**src/rtl/mcseq_pkg.sv**
```systemverilog
package mcseq_pkg;

    localparam int CLS_W   = 3;
    localparam int PCSEL_W = 2;
    localparam int RFSRC_W = 2;
    localparam int STATE_W = 4;

    typedef enum logic [CLS_W-1:0] {
        CLS_ALU    = 3'd0,
        CLS_LOAD   = 3'd1,
        CLS_STORE  = 3'd2,
        CLS_BRANCH = 3'd3,
        CLS_JUMP   = 3'd4,
        CLS_JAL    = 3'd5,
        CLS_RSV6   = 3'd6,
        CLS_RSV7   = 3'd7
    } iclass_e;

    typedef enum logic [STATE_W-1:0] {
        S_FADDR  = 4'd0,
        S_FREAD  = 4'd1,
        S_DEC    = 4'd2,
        S_EXEC   = 4'd3,
        S_WB     = 4'd4,
        S_LADDR  = 4'd5,
        S_LREAD  = 4'd6,
        S_LWB    = 4'd7,
        S_SADDR  = 4'd8,
        S_SDATA  = 4'd9,
        S_SWRITE = 4'd10
    } state_e;

    localparam logic [PCSEL_W-1:0] PC_INC  = 2'd0;
    localparam logic [PCSEL_W-1:0] PC_OFF  = 2'd1;
    localparam logic [PCSEL_W-1:0] PC_REG  = 2'd2;
    localparam logic               MAR_PC  = 1'b0;
    localparam logic               MAR_ALU = 1'b1;
    localparam logic               MDR_MEM = 1'b0;
    localparam logic               MDR_REG = 1'b1;
    localparam logic [RFSRC_W-1:0] RF_ALU  = 2'd0;
    localparam logic [RFSRC_W-1:0] RF_MEM  = 2'd1;
    localparam logic [RFSRC_W-1:0] RF_LINK = 2'd2;

    typedef struct packed {
        logic               pc_en;
        logic [PCSEL_W-1:0] pc_sel;
        logic               mar_en;
        logic               mar_sel;
        logic               mdr_en;
        logic               mdr_sel;
        logic               ir_en;
        logic               rf_we;
        logic [RFSRC_W-1:0] rf_src;
        logic               sram_oe;
        logic               sram_we;
        logic               bus_drive;
        logic               done;
    } strobe_t;

    function automatic logic [PCSEL_W-1:0] pc_choice(iclass_e c, logic taken);
        case (c)
            CLS_BRANCH:        return taken ? PC_OFF : PC_INC;
            CLS_JUMP, CLS_JAL: return PC_REG;
            default:           return PC_INC;
        endcase
    endfunction

    function automatic logic ends_in_exec(iclass_e c);
        return !(c == CLS_ALU || c == CLS_LOAD || c == CLS_STORE);
    endfunction

endpackage

```
**src/rtl/mcseq_state.sv**
```systemverilog
module mcseq_state
    import mcseq_pkg::*;
(
    input  logic    clk,
    input  logic    rst,
    input  iclass_e cls,
    output state_e  state
);

    state_e nxt;

    always_comb begin
        nxt = S_FADDR;
        case (state)
            S_FADDR: nxt = S_FREAD;
            S_FREAD: nxt = S_DEC;
            S_DEC:   nxt = S_EXEC;
            S_EXEC: begin
                case (cls)
                    CLS_ALU:   nxt = S_WB;
                    CLS_LOAD:  nxt = S_LADDR;
                    CLS_STORE: nxt = S_SADDR;
                    default:   nxt = S_FADDR;
                endcase
            end
            S_LADDR: nxt = S_LREAD;
            S_LREAD: nxt = S_LWB;
            S_SADDR: nxt = S_SDATA;
            S_SDATA: nxt = S_SWRITE;
            default: nxt = S_FADDR;
        endcase
    end

    always_ff @(posedge clk) begin
        if (rst) state <= S_FADDR;
        else     state <= nxt;
    end

endmodule

```
**src/rtl/mcseq_strobes.sv**
```systemverilog
module mcseq_strobes
    import mcseq_pkg::*;
(
    input  state_e  state,
    input  iclass_e cls,
    input  logic    taken,
    output strobe_t stb
);

    always_comb begin
        stb = '0;
        case (state)
            S_FADDR: begin
                stb.mar_en  = 1'b1;
                stb.mar_sel = MAR_PC;
            end
            S_FREAD: begin
                stb.sram_oe = 1'b1;
                stb.ir_en   = 1'b1;
            end
            S_EXEC: begin
                stb.pc_en  = 1'b1;
                stb.pc_sel = pc_choice(cls, taken);
                if (cls == CLS_JAL) begin
                    stb.rf_we  = 1'b1;
                    stb.rf_src = RF_LINK;
                end
                stb.done = ends_in_exec(cls);
            end
            S_WB: begin
                stb.rf_we  = 1'b1;
                stb.rf_src = RF_ALU;
                stb.done   = 1'b1;
            end
            S_LADDR, S_SADDR: begin
                stb.mar_en  = 1'b1;
                stb.mar_sel = MAR_ALU;
            end
            S_LREAD: begin
                stb.sram_oe = 1'b1;
                stb.mdr_en  = 1'b1;
                stb.mdr_sel = MDR_MEM;
            end
            S_LWB: begin
                stb.rf_we  = 1'b1;
                stb.rf_src = RF_MEM;
                stb.done   = 1'b1;
            end
            S_SDATA: begin
                stb.mdr_en  = 1'b1;
                stb.mdr_sel = MDR_REG;
            end
            S_SWRITE: begin
                stb.sram_we   = 1'b1;
                stb.bus_drive = 1'b1;
                stb.done      = 1'b1;
            end
            default: stb = '0;
        endcase
    end

endmodule

```
**src/rtl/mcseq_top.sv**
```systemverilog
module mcseq_top
    import mcseq_pkg::*;
(
    input  logic               clk,
    input  logic               rst,
    input  logic [CLS_W-1:0]   iclass,
    input  logic               br_taken,
    output logic               pc_en,
    output logic [PCSEL_W-1:0] pc_sel,
    output logic               mar_en,
    output logic               mar_sel,
    output logic               mdr_en,
    output logic               mdr_sel,
    output logic               ir_en,
    output logic               rf_we,
    output logic [RFSRC_W-1:0] rf_src,
    output logic               sram_oe,
    output logic               sram_we,
    output logic               bus_drive,
    output logic               done
);

    iclass_e cls;
    state_e  state;
    strobe_t stb;

    assign cls = iclass_e'(iclass);

    mcseq_state u_state (
        .clk   (clk),
        .rst   (rst),
        .cls   (cls),
        .state (state)
    );

    mcseq_strobes u_strobes (
        .state (state),
        .cls   (cls),
        .taken (br_taken),
        .stb   (stb)
    );

    assign pc_en     = stb.pc_en;
    assign pc_sel    = stb.pc_sel;
    assign mar_en    = stb.mar_en;
    assign mar_sel   = stb.mar_sel;
    assign mdr_en    = stb.mdr_en;
    assign mdr_sel   = stb.mdr_sel;
    assign ir_en     = stb.ir_en;
    assign rf_we     = stb.rf_we;
    assign rf_src    = stb.rf_src;
    assign sram_oe   = stb.sram_oe;
    assign sram_we   = stb.sram_we;
    assign bus_drive = stb.bus_drive;
    assign done      = stb.done;

endmodule

```
**config.mk**
```make
export PLATFORM = sky130hd
export DESIGN_NAME = mcseq_top
export DESIGN_NICKNAME = d
export VERILOG_FILES = /design/src/rtl/mcseq_pkg.sv /design/src/rtl/mcseq_state.sv /design/src/rtl/mcseq_strobes.sv /design/src/rtl/mcseq_top.sv
export SDC_FILE = /design/constraint.sdc
export NUM_CORES = 1
export LEC_CHECK = 0
export ABC_AREA = 1
export CORE_AREA = 2 2 39 41
export CTS_CLUSTER_DIAMETER = 30
export DETAILED_ROUTE_END_ITERATION = 10
export DIE_AREA = 0 0 41 43
export DONT_BUFFER_PORTS = 1
export GPL_TIMING_DRIVEN = 1
export PLACE_DENSITY = 0.4
export SYNTH_ARGS = -nofsm -noshare
export SYNTH_HDL_FRONTEND = slang
export SYNTH_SLANG_ARGS = --single-unit
```
**constraint.sdc**
```tcl
create_clock -name clk -period 0.9 [get_ports clk]
set_input_delay 0 -clock clk [delete_from_list [all_inputs] [get_ports clk]]
set_output_delay 0 -clock clk [all_outputs]
set_load 0.03 [all_outputs]
```
# ---- Word-level counts from Yosys, hierarchy flattened
# Index checks and enable logic that the tools add are counted.
# Widths: inputs -> output; s select.
dict set report word_totals {
  register_bits 4
  latchBits 0
  mem_bits_rw 0
  rom_bits 0
  input_bits 6
  output_inout_bits 15
  wordCells 38
  n_memories 0
}
dict set report classes {
  n_addsub 0
  mul 0
  div 0
  magnitude_cmp 0
  eq_ne 15
  shifts 0
  muxes 13
  n_bitwise 0
  n_reduce_logical 9
}
# cell n
set op_table {}
lappend op_table {{$pmux 4 s8} 1}
lappend op_table {{$eq 4x3->1 const B} 4}
lappend op_table {{$eq 4x4->1 const B} 3}
lappend op_table {{$pmux 2 s2} 3}
lappend op_table {{$pmux 4 s3} 1}
lappend op_table {{$pmux 3 s3} 1}
lappend op_table {{$eq 4x2->1 const B} 2}
lappend op_table {{$eq 3x2->1 const B} 2}
lappend op_table {{$eq 3x3->1 const B} 2}
lappend op_table {{$mux 3} 2}
lappend op_table {{$reduce_or 2->1} 3}
lappend op_table {{$eq 4x1->1 const B} 1}
lappend op_table {{$logic_not 4->1} 1}
lappend op_table {{$eq 3x1->1 const B} 1}
lappend op_table {{$logic_not 3->1} 1}
lappend op_table {{$mux 1} 3}
lappend op_table {{$reduce_or 3->1} 1}
lappend op_table {{$logic_or 1x1->1} 2}
lappend op_table {{$mux 2} 1}
lappend op_table {{$pmux 1 s2} 1}
lappend op_table {{$logic_not 1->1} 1}

# ---- Depth between registers and ports, before layout
# Gate-level depths: netlist (run 1).
dict set report depth {
  depth_word 5
  depth_mapped 5
}

# ---- Modules after synthesis
# Synthesis (run 1) repeated with hierarchy kept, for this count alone.
dict set report hier_totals {
  hier_cells 76
  hier_area_um2 411.6
}
# module instances cells_per_inst area_per_inst_um2 seq_area_each_um2
set by_module_without_submodules {}
lappend by_module_without_submodules {mcseq_state 1 38 222.7 80.1}
lappend by_module_without_submodules {mcseq_strobes 1 38 188.9 0.0}

# ---- Worst setup path after synthesis (run 1)
# No wires, ideal clock.
dict set report synth_path {
  path_kind {reg2out}
  from {reg u_state.state[1]}
  to {out rf_src[1]}
  t_arrival_ps 1263
  slack_ps -363
  stages_incl_launch_ff 5
  n_path_buf 0
  cell_sequence {dfxtp_1 nand2_2 nor2_4 inv_2 nor2_1}
}
dict set report synth_between {
  elab_chain_len 2
}
# item line
set synth_rtl {}
lappend synth_rtl {{start, declared} mcseq_state.sv:7} ;# output state_e state
lappend synth_rtl {{start signal, assigned} mcseq_state.sv:36} ;# else state <= nxt;
lappend synth_rtl {{$eq 4x3->1 / $eq 4x2->1 (equally long branches)} mcseq_strobes.sv:12} ;# case (state)
lappend synth_rtl {{$pmux 3 s3 *} mcseq_strobes.sv:12}
lappend synth_rtl {{end, declared} mcseq_top.sv:16} ;# output logic [RFSRC_W-1:0] rf_src,
# Mark *: on every way between the ends. The rest lies on a longest branch, timed or not.

# ---- Final worst setup path (run 1)
dict set report layout_path {
  from {reg u_state.state[3]}
  to {out pc_sel[1]}
}
dict set report layout_between {
  elab_chain_len 2
}
# item line
set layout_rtl {}
lappend layout_rtl {{$eq 4x2->1} mcseq_strobes.sv:12}
lappend layout_rtl {{$mux 3} mcseq_strobes.sv:12}
lappend layout_rtl {{end, declared} mcseq_top.sv:9} ;# output logic [PCSEL_W-1:0] pc_sel,
# No other way between the ends.

==> results, run 1 <==
- After the last flow step, the layout net total stands at 98.
- Counting tap cells, the placed design contains a total of between 90 and 100 instances.
- The netlist area before placement is 367.9 um2.
- The layout has between 100 and 150 filler cells.
- The class of the tightest hold or removal check is in -> reg.
- The via count is 487.
- The cell count after synthesis is 66.
- Pin placement for this block handled 21 I/O pins.
- In this run the remaining antenna-violating nets after routing total 0.
- For this run, the number of standard cells in the final layout without fillers is 106.
- The worst slew margin relative to its limit is 82.83%.
- Setup repair after global routing could not meet its margin everywhere.
- The final weighted congestion in routability-driven placement is ~0.75.
- The number of buffers between clock root and the deepest sink is 2.
- The clock insertion delay at the later pin of the skew report is roughly 0.22 ns.
- The hold violation count in the final report was 0.
- The first-pass GRT wire length is approximately 2000 um.
- After detailed routing, the number of remaining DRC violations is 0.
- Of all flip-flops after synthesis, the portion carrying an async set or reset was 0%.
- The combined buffer and inverter count along the critical path is 3.
- The proportion of layout cells with a drive suffix above 1 is between 70% and 80%.
- Of all nets on the critical path, the largest fanout is 4.
- The wire-length estimate of the detail-placed layout is between 800 and 900 um.
- The total number of yosys warnings is 0.
- The placed standard-cell area is approximately 590 um2.
- The tool flagged a number of max-cap violations equal to 0.
- The floorplan core area is between 0.001 and 0.0015 mm2.
- The floorplan has 14 rows.
- The via count of the first global-routing pass was 482.
- The run finished, with violations left.
- The final reports fail on setup timing.
- The synthesized design contains 0 enable-type register cells.
- For the pin with the worst max-slew slack, the measured transition is 0.2566 ns.
- In the post-route analysis, the smallest setup slack over all paths is -0.3060 ns.
- The clock drives 4 sinks.
- The number of max-slew violations in the final report is 0.
- The DRC marker count from the first detailed-route iteration is 4.
- For this run, the slowest stage of the critical path takes 0.33 ns.
- The ratio of final minimum period to clock period is 134.0%.
- For this run the aggregate overflow at the end of global routing stands at 0.
- Power spread over the standard cell area amounts to 1012 mW/mm2.
- Traced cell by cell, the critical path runs through inv_2 -> nand2_2 -> nor2_4 -> inv_4 -> nor3_4 -> buf_12.
- The total of buffers placed on input and output ports is 0.
- The minimum clock period after layout is around 1.2 ns.
- After detailed routing, the number of vias per cell comes to 4.594.
- The number of flip-flops in the largest register is 4.
- For the worst setup path, the data required time is 0.90 ns.
- The slowest stage of the critical path belongs to the cell sky130_fd_sc_hd__dfxtp_2.
- The analysis attributes to cell leakage a power of 0.0003751 uW.
- 0 antenna diodes ended up in the layout.
- The average wire length per cell after detail routing is 11.15 um.
- The post-detailed-routing wire length is ~1200 um.
- The element type at the critical path start is a flip-flop.
- In the global route stage, overall resource usage came out at 16.13%.
- The kind of cell with the highest combined delay along the critical path is simple AND/OR/NAND/NOR gates.
- The most used flip-flop cell after synthesis is sky130_fd_sc_hd__dfxtp_1.
- The height of the chip is between 40 and 50 um.
- After synthesis the netlist holds a flip-flop and latch count of 4.
- The clock transition at the register clock pins on the worst setup and hold paths after CTS is 0.04 ns.
- The cell sitting at the root of the clock tree is a sky130_fd_sc_hd__clkbuf_4.
- The average instance area after synthesis is ~5.6 um2.
- The critical path is of the reg -> out type.
- Once the floorplan was initialized, standard cells occupied a little over a quarter of the core.
- The largest registers in the layout are u_state.state: 4 flops.
- The share of the Yosys chip area taken by registers is 21.77%.
- Entering global routing, the biggest net connects 6 pins.
- The netlist uses 17 different library cells.
- The floorplan step defined a die boundary enclosing 0.001763 mm2.
- Between clock sinks in the finished design, the worst skew comes to 0.0006199 ns.
- The cell area after layout is around 800 um2.
- The peak clock frequency supported by timing is 829.2 MHz.
- The layout overhead on the synthesized area is 116.3%.
- The worst IR drop on VDD is 0.8485 mV.
- The net count after synthesis is 72.
- The data arrival time of the critical path is between 1 and 1.5 ns.
- The die extent in x is 41 um.
- Clock tree synthesis inserted a total of 3 buffers.
- The H-tree depth is 1.
- The initial antenna violation count is 0.
- Setup violations remaining at the end of the flow were counted as 19.
- Before antenna repair, the detailed router went through 3 iterations.
- STA classifies the critical path endpoint as an output pin.
- The TritonCTS clock tree is yes.
- The most flop-heavy register is u_state.state.
[through the flow]
step / worst slack [ns] / total power [uW] / hold WS [ns] / TNS, ns / util [%]
floorplan: -0.2625 / 393.4 / 0.04476 / -1.589 / -
global placement: -0.09847 / 485.8 / 0.06464 / -0.9808 / 42.41
detailed placement: -0.1059 / 484.1 / 0.06451 / -0.9423 / 42.41
CTS: -0.2999 / 802.8 / -0.006759 / -3.896 / 55.61
global route: -0.3645 / 867.2 / 0.007960 / -5.050 / 57.50
finish: -0.3060 / 805.4 / 0.003841 / -3.986 / 57.50
[cell type report]
cell class | instances | area [um2] | area share (%)
flip-flops and latches | 4 | 87.58 | 11.01
inverters | 12 | 52.55 | 6.604
clock buffers | 3 | 22.52 | 2.830
well taps | 16 | 20.02 | 2.516
multi-input cells | 49 | 376.6 | 47.33
repair buffers | 22 | 236.5 | 29.72
[timing repair]
| item | 4_1_cts | 5_1_grt |
|---|---|---|
| resized for setup | 36 | 6 |
| endpoints found under the hold margin | 4 | 0 |
| hold buffers | 3 | 0 |
| pin swaps | 6 | 2 |
| setup buffers | 2 | 0 |
| endpoints found under the setup margin | 19 | 19 |
[cell usage after synthesis, types with 2 or more instances]
master                     n  area (um2)
sky130_fd_sc_hd__nor2_1    9       33.78
sky130_fd_sc_hd__nand2_1  22       82.58
sky130_fd_sc_hd__nand3_1   5       25.02
sky130_fd_sc_hd__inv_1    10       37.54
sky130_fd_sc_hd__dfxtp_1   4       80.08
sky130_fd_sc_hd__inv_2     2       7.510
sky130_fd_sc_hd__nor3_2    2       20.02
sky130_fd_sc_hd__a21oi_1   3       15.01
[layout by cell type (no fill, tap or decap), types with 4 or more instances in the layout]
master | netlist | routed
sky130_fd_sc_hd__buf_4 | 1 | 9
sky130_fd_sc_hd__buf_6 | 0 | 7
sky130_fd_sc_hd__inv_1 | 10 | 4
sky130_fd_sc_hd__inv_2 | 2 | 5
sky130_fd_sc_hd__nand2_1 | 22 | 11
sky130_fd_sc_hd__nand2_2 | 1 | 8
sky130_fd_sc_hd__nand2_4 | 0 | 4
sky130_fd_sc_hd__nor2_2 | 0 | 5
[power by group]
part           internal (uW)  total, uW  switching (uW)
Combinational            150        379             229
Sequential               195        217            22.2
Clock                    148        209            60.7
[layer usage]
metal  up-vias  track usage [%]  wire length, um  share of wire, %
met1       218            18.24              473                40
met4         0            4.000                0                 0
li1        258                -                -                 -
met5         -                0                0                 0
met3         0            3.141               38               3.2
met2        11            28.75              670                57
[kinds of logic (layout without fill, tap and decap cells)]
group | Yosys count | after routing | share of synthesized area, %
compound gates | 6 | 6 | 9.863
simple gates | 43 | 43 | 54.08
buf+inv | 13 | 37 | 14.29
flops | 4 | 4 | 21.77
[worst register-to-register path, cell delays in order, from the launching register on]
cell	delay [ns]
sky130_fd_sc_hd__dfxtp_2	0.33
sky130_fd_sc_hd__inv_2	0.08
sky130_fd_sc_hd__nand2_2	0.07
sky130_fd_sc_hd__nor2_4	0.13
sky130_fd_sc_hd__buf_6	0.14
sky130_fd_sc_hd__buf_6	0.10
sky130_fd_sc_hd__nand2_2	0.04
sky130_fd_sc_hd__a21oi_1	0.10
[final timing paths]
| path | startpoint | to | slack, ns | cells after the start |
|---|---|---|---|---|
| max | u_state.state[3] | pc_sel[1] | -0.31 | 6 |
| min | iclass[0] | u_state.state[0] | 0.004 | 4 |
| max reg2reg | u_state.state[3] | u_state.state[3] | -0.16 | 7 |
| min reg2reg | u_state.state[1] | u_state.state[3] | 0.61 | 3 |
Note: power is estimated with default switching activity, not from simulation.
==> run 2: changes to the inputs <==
TNS_END_PERCENT = 20   (was not set)
==> results, run 2 (same netlist as run 1, synthesis figures left out) <==
- The number of buffers inserted during clock tree synthesis is 3 (unchanged).
- The placement-stage worst setup slack is -0.1082 ns (-0.002303 ns).
- The height of the chip is 43 um (unchanged).
- The clock insertion delay at the later pin of the skew report was 0.23 ns (about the same).
- Traced cell by cell, the critical path runs through inv_2 -> nand2_1 -> buf_4 -> o31ai_2 -> buf_4.
- The maximum cell stage delay along the critical path is 0.35 ns (+0.02 ns).
- The sequential share of power was 27.5% (+0.5 points).
- The element type at the critical path start is a flip-flop.
- The largest fanout on the critical path is 4 (unchanged).
- The detailed placer's ending HPWL is 873.4 um (-0.96%).
- The checks that failed: setup timing.
- The floorplan core area came to 0.001384 mm2 (unchanged).
- The total of buffers placed on input and output ports came to 0 (unchanged).
- The tree is rooted in a sky130_fd_sc_hd__clkbuf_4.
- The aggregate negative setup slack is -3.942 ns (+0.04464 ns).
- The TritonCTS clock tree is yes.
- Leaving out fill and tap cells, the most frequent cells in the layout are sky130_fd_sc_hd__nand2_1, sky130_fd_sc_hd__buf_4, sky130_fd_sc_hd__inv_2, sky130_fd_sc_hd__nand2_2, sky130_fd_sc_hd__inv_1.
- The clock transition at the register clock pins on the worst setup and hold paths after CTS was 0.04 ns (about the same).
- The switching component of the power is 278.4 uW (-11%).
- The initial antenna violation count is 0 (unchanged).
- The number of flip-flops in the largest register is 4 (unchanged).
- The DRC marker count from the first detailed-route iteration is 6 (+2).
- The global-route congestion overflow total is 0 (unchanged).
- The most repeated library cell on the critical path is sky130_fd_sc_hd__buf_4.
- The setup skew after layout came to 0.0009980 ns (+0.0003781 ns).
- The net switching share of the total power is 36.40% (-2.3 points).
- The register with the most flip-flops in the final layout is u_state.state.
- The number of core rows is 14 (unchanged).
- The placed standard-cell area is 624.3 um2 (+6.4%).
- The internal power contribution was 486.3 uW (-1.5%).
- The total iterations of the first detailed-routing run is 2 (-1).
- The antenna violation net count after detailed routing came to 0 (unchanged).
- The via count of the first global-routing pass is 455 (-5.6%).
- The critical path required time was 0.90 ns (about the same).
- The worst hold-check slack is 0.02610 ns (+0.02226 ns).
- The number of maximum-capacitance constraint violations is 0 (unchanged).
- The total die area is 0.001763 mm2 (unchanged).
- The number of max-slew violations in the final report is 0 (unchanged).
- The all-layer global routing usage is 13.98% (-2.1 points).
- The end-of-flow core utilization is 54.16% (-3.3 points).
- Setup repair after global routing could not meet its margin everywhere.
- The worst slew margin relative to its limit is 83.08% (+0.25 points).
- The layout overhead on the synthesized area is 103.7%.
- The detail-routed via count per cell came to 4.391 (-4.4%).
- The cell area after layout is 749.5 um2 (-5.8%).
- The kind of capture point of the worst setup path is an output pin.
- The clock share of power is 28.0% (+2.0 points).
- The H-tree depth is 1 (unchanged).
- The data arrival time of the critical path came to 1.23 ns (+0.02 ns).
- The critical-path cell with the highest stage delay is sky130_fd_sc_hd__dfxtp_4.
- The sequential cell area was 87.58 um2 (unchanged).
- The final worst slack is -0.3260 ns (-0.02001 ns).
- The minimum clock period after layout is 1.226 ns (+0.02001 ns).
- The worst IR drop on VDD was 0.7009 mV (-17%).
- The via count was 483 (-0.82%).
- The peak clock frequency supported by timing came to 815.6 MHz (-1.6%).
- The setup path with the least slack is of type reg -> out.
- The first-pass GRT wire length is 1662 um (-15%).
- The total I/O pin count was 21 (unchanged).
- The number of buffers between clock root and the deepest sink is 2 (unchanged).
- The initial core utilization came to 26.58% (unchanged).
- The hold violation count in the final report is 0 (unchanged).
- The total DRC errors in the routed layout was 0 (unchanged).
- The average wire length per cell after detail routing came to 9.455 um (-15%).
- The number of setup violations in the final report is 19 (unchanged).
- The proportion of layout cells with a drive suffix above 1 is 58.51% (-11 points).
- The proportion of power drawn by combinational gates is 44.5% (-2.6 points).
- The min-delay analysis places its worst path in the category in -> reg.
- The filler cell count is 140 (+0.72%).
- The static leakage is 0.0003715 uW (-0.96%).
- The library cell used most frequently in the layout, excluding fill and tap cells, is sky130_fd_sc_hd__nand2_1.
- The power per standard cell area is 1020 mW/mm2 (+0.81%).
- The number of nets at the end of the flow came to 102 (+4.1%).
- The combined buffer and inverter count along the critical path is 3 (unchanged).
- The diode insertion count for antenna repair is 0 (unchanged).
- The pin count of the biggest net entering global routing is 6 (unchanged).
- Grouping stages by cell kind, the critical path spends the most delay in buffers and inverters.
- The post-detailed-routing wire length came to 1040 um (-12%).
- The flow ran to the end, but the final reports show violations.
- The final weighted congestion in routability-driven placement was 0.7065 (-5.8%).
- The area taken by multi-input logic gates came to 306.5 um2 (-19%).
- In the final layout, the registers with the most flip-flops are u_state.state: 4 flops.
- The slew at the pin closest to its max-slew limit was 0.2529 ns (-0.003725 ns).
- The die extent in x is 41 um (unchanged).
- The ratio of final minimum period to clock period is 136.2% (+2.2 points).
- The number of clock sinks seen by CTS is 4 (unchanged).
run 2: cell types whose count changed in the layout (fill, tap and decap cells not counted), sizes merged:
cell | before | now
dlygate4sd3 | 3 | 4
buf | 19 | 22
run 2: per-stage QoR:
step	instances	total power [uW]
3_3_place_gp	102	513.9
6_report	110	764.7
2_1_floorplan	66	390.9
5_1_grt	110	824.5
3_5_place_dp	102	512.2
4_1_cts	110	777.0
run 2: per-layer routing:
layer  share of wire (%)  routed length (um)  up-vias  track usage, %
met1                  46                 475      206           18.45
met3                 5.5                  57        0           3.141
met2                  49                 507       14           20.94
met5                   0                   0        -               0
met4                   0                   0        0           6.000
li1                    -                   -      263               -
run 2: layout make-up:
| type | instances | share of cell area [%] |
|---|---|---|
| Inverter | 12 | 6.678 |
| Timing Repair Buffer | 26 | 35.06 |
| Sequential cell | 4 | 11.69 |
| Tap cell | 16 | 2.671 |
| Multi-Input combinational cell | 49 | 40.90 |
| Clock buffer | 3 | 3.005 |
run 2: worst min-delay path: stages:
cell                      delay, ns
sky130_fd_sc_hd__inv_1         0.03
sky130_fd_sc_hd__nand2_1       0.05
sky130_fd_sc_hd__nor2_1        0.03
sky130_fd_sc_hd__nand2_1       0.05
sky130_fd_sc_hd__a21oi_1       0.05
run 2: repair_timing:
item                                   4_1_cts  5_1_grt
gates cloned                                 0        0
setup endpoints to repair                   19       19
buffers inserted                             1        0
hold buffers                                 4        0
endpoints found under the hold margin        4        0
gates resized for setup                     16        4
pin swaps                                    2        2
run 2: path summary, 6_finish.rpt:
path	startpoint	end	slack (ns)	cells past startpoint
max reg2reg	u_state.state[1]	u_state.state[0]	-0.16	6
min	iclass[1]	u_state.state[0]	0.03	5
max	u_state.state[1]	mar_sel	-0.33	5
min reg2reg	u_state.state[0]	u_state.state[0]	0.58	3
run 2: power by group through the flow:
stage | logic [uW] | clock network [uW] | registers (uW)
5_1_grt | 374 | 239 | 211
3_3_place_gp | 304 | 0 | 210
6_report | 341 | 214 | 210
4_1_cts | 337 | 230 | 209
3_5_place_dp | 302 | 0 | 211
2_1_floorplan | 182 | 0 | 209
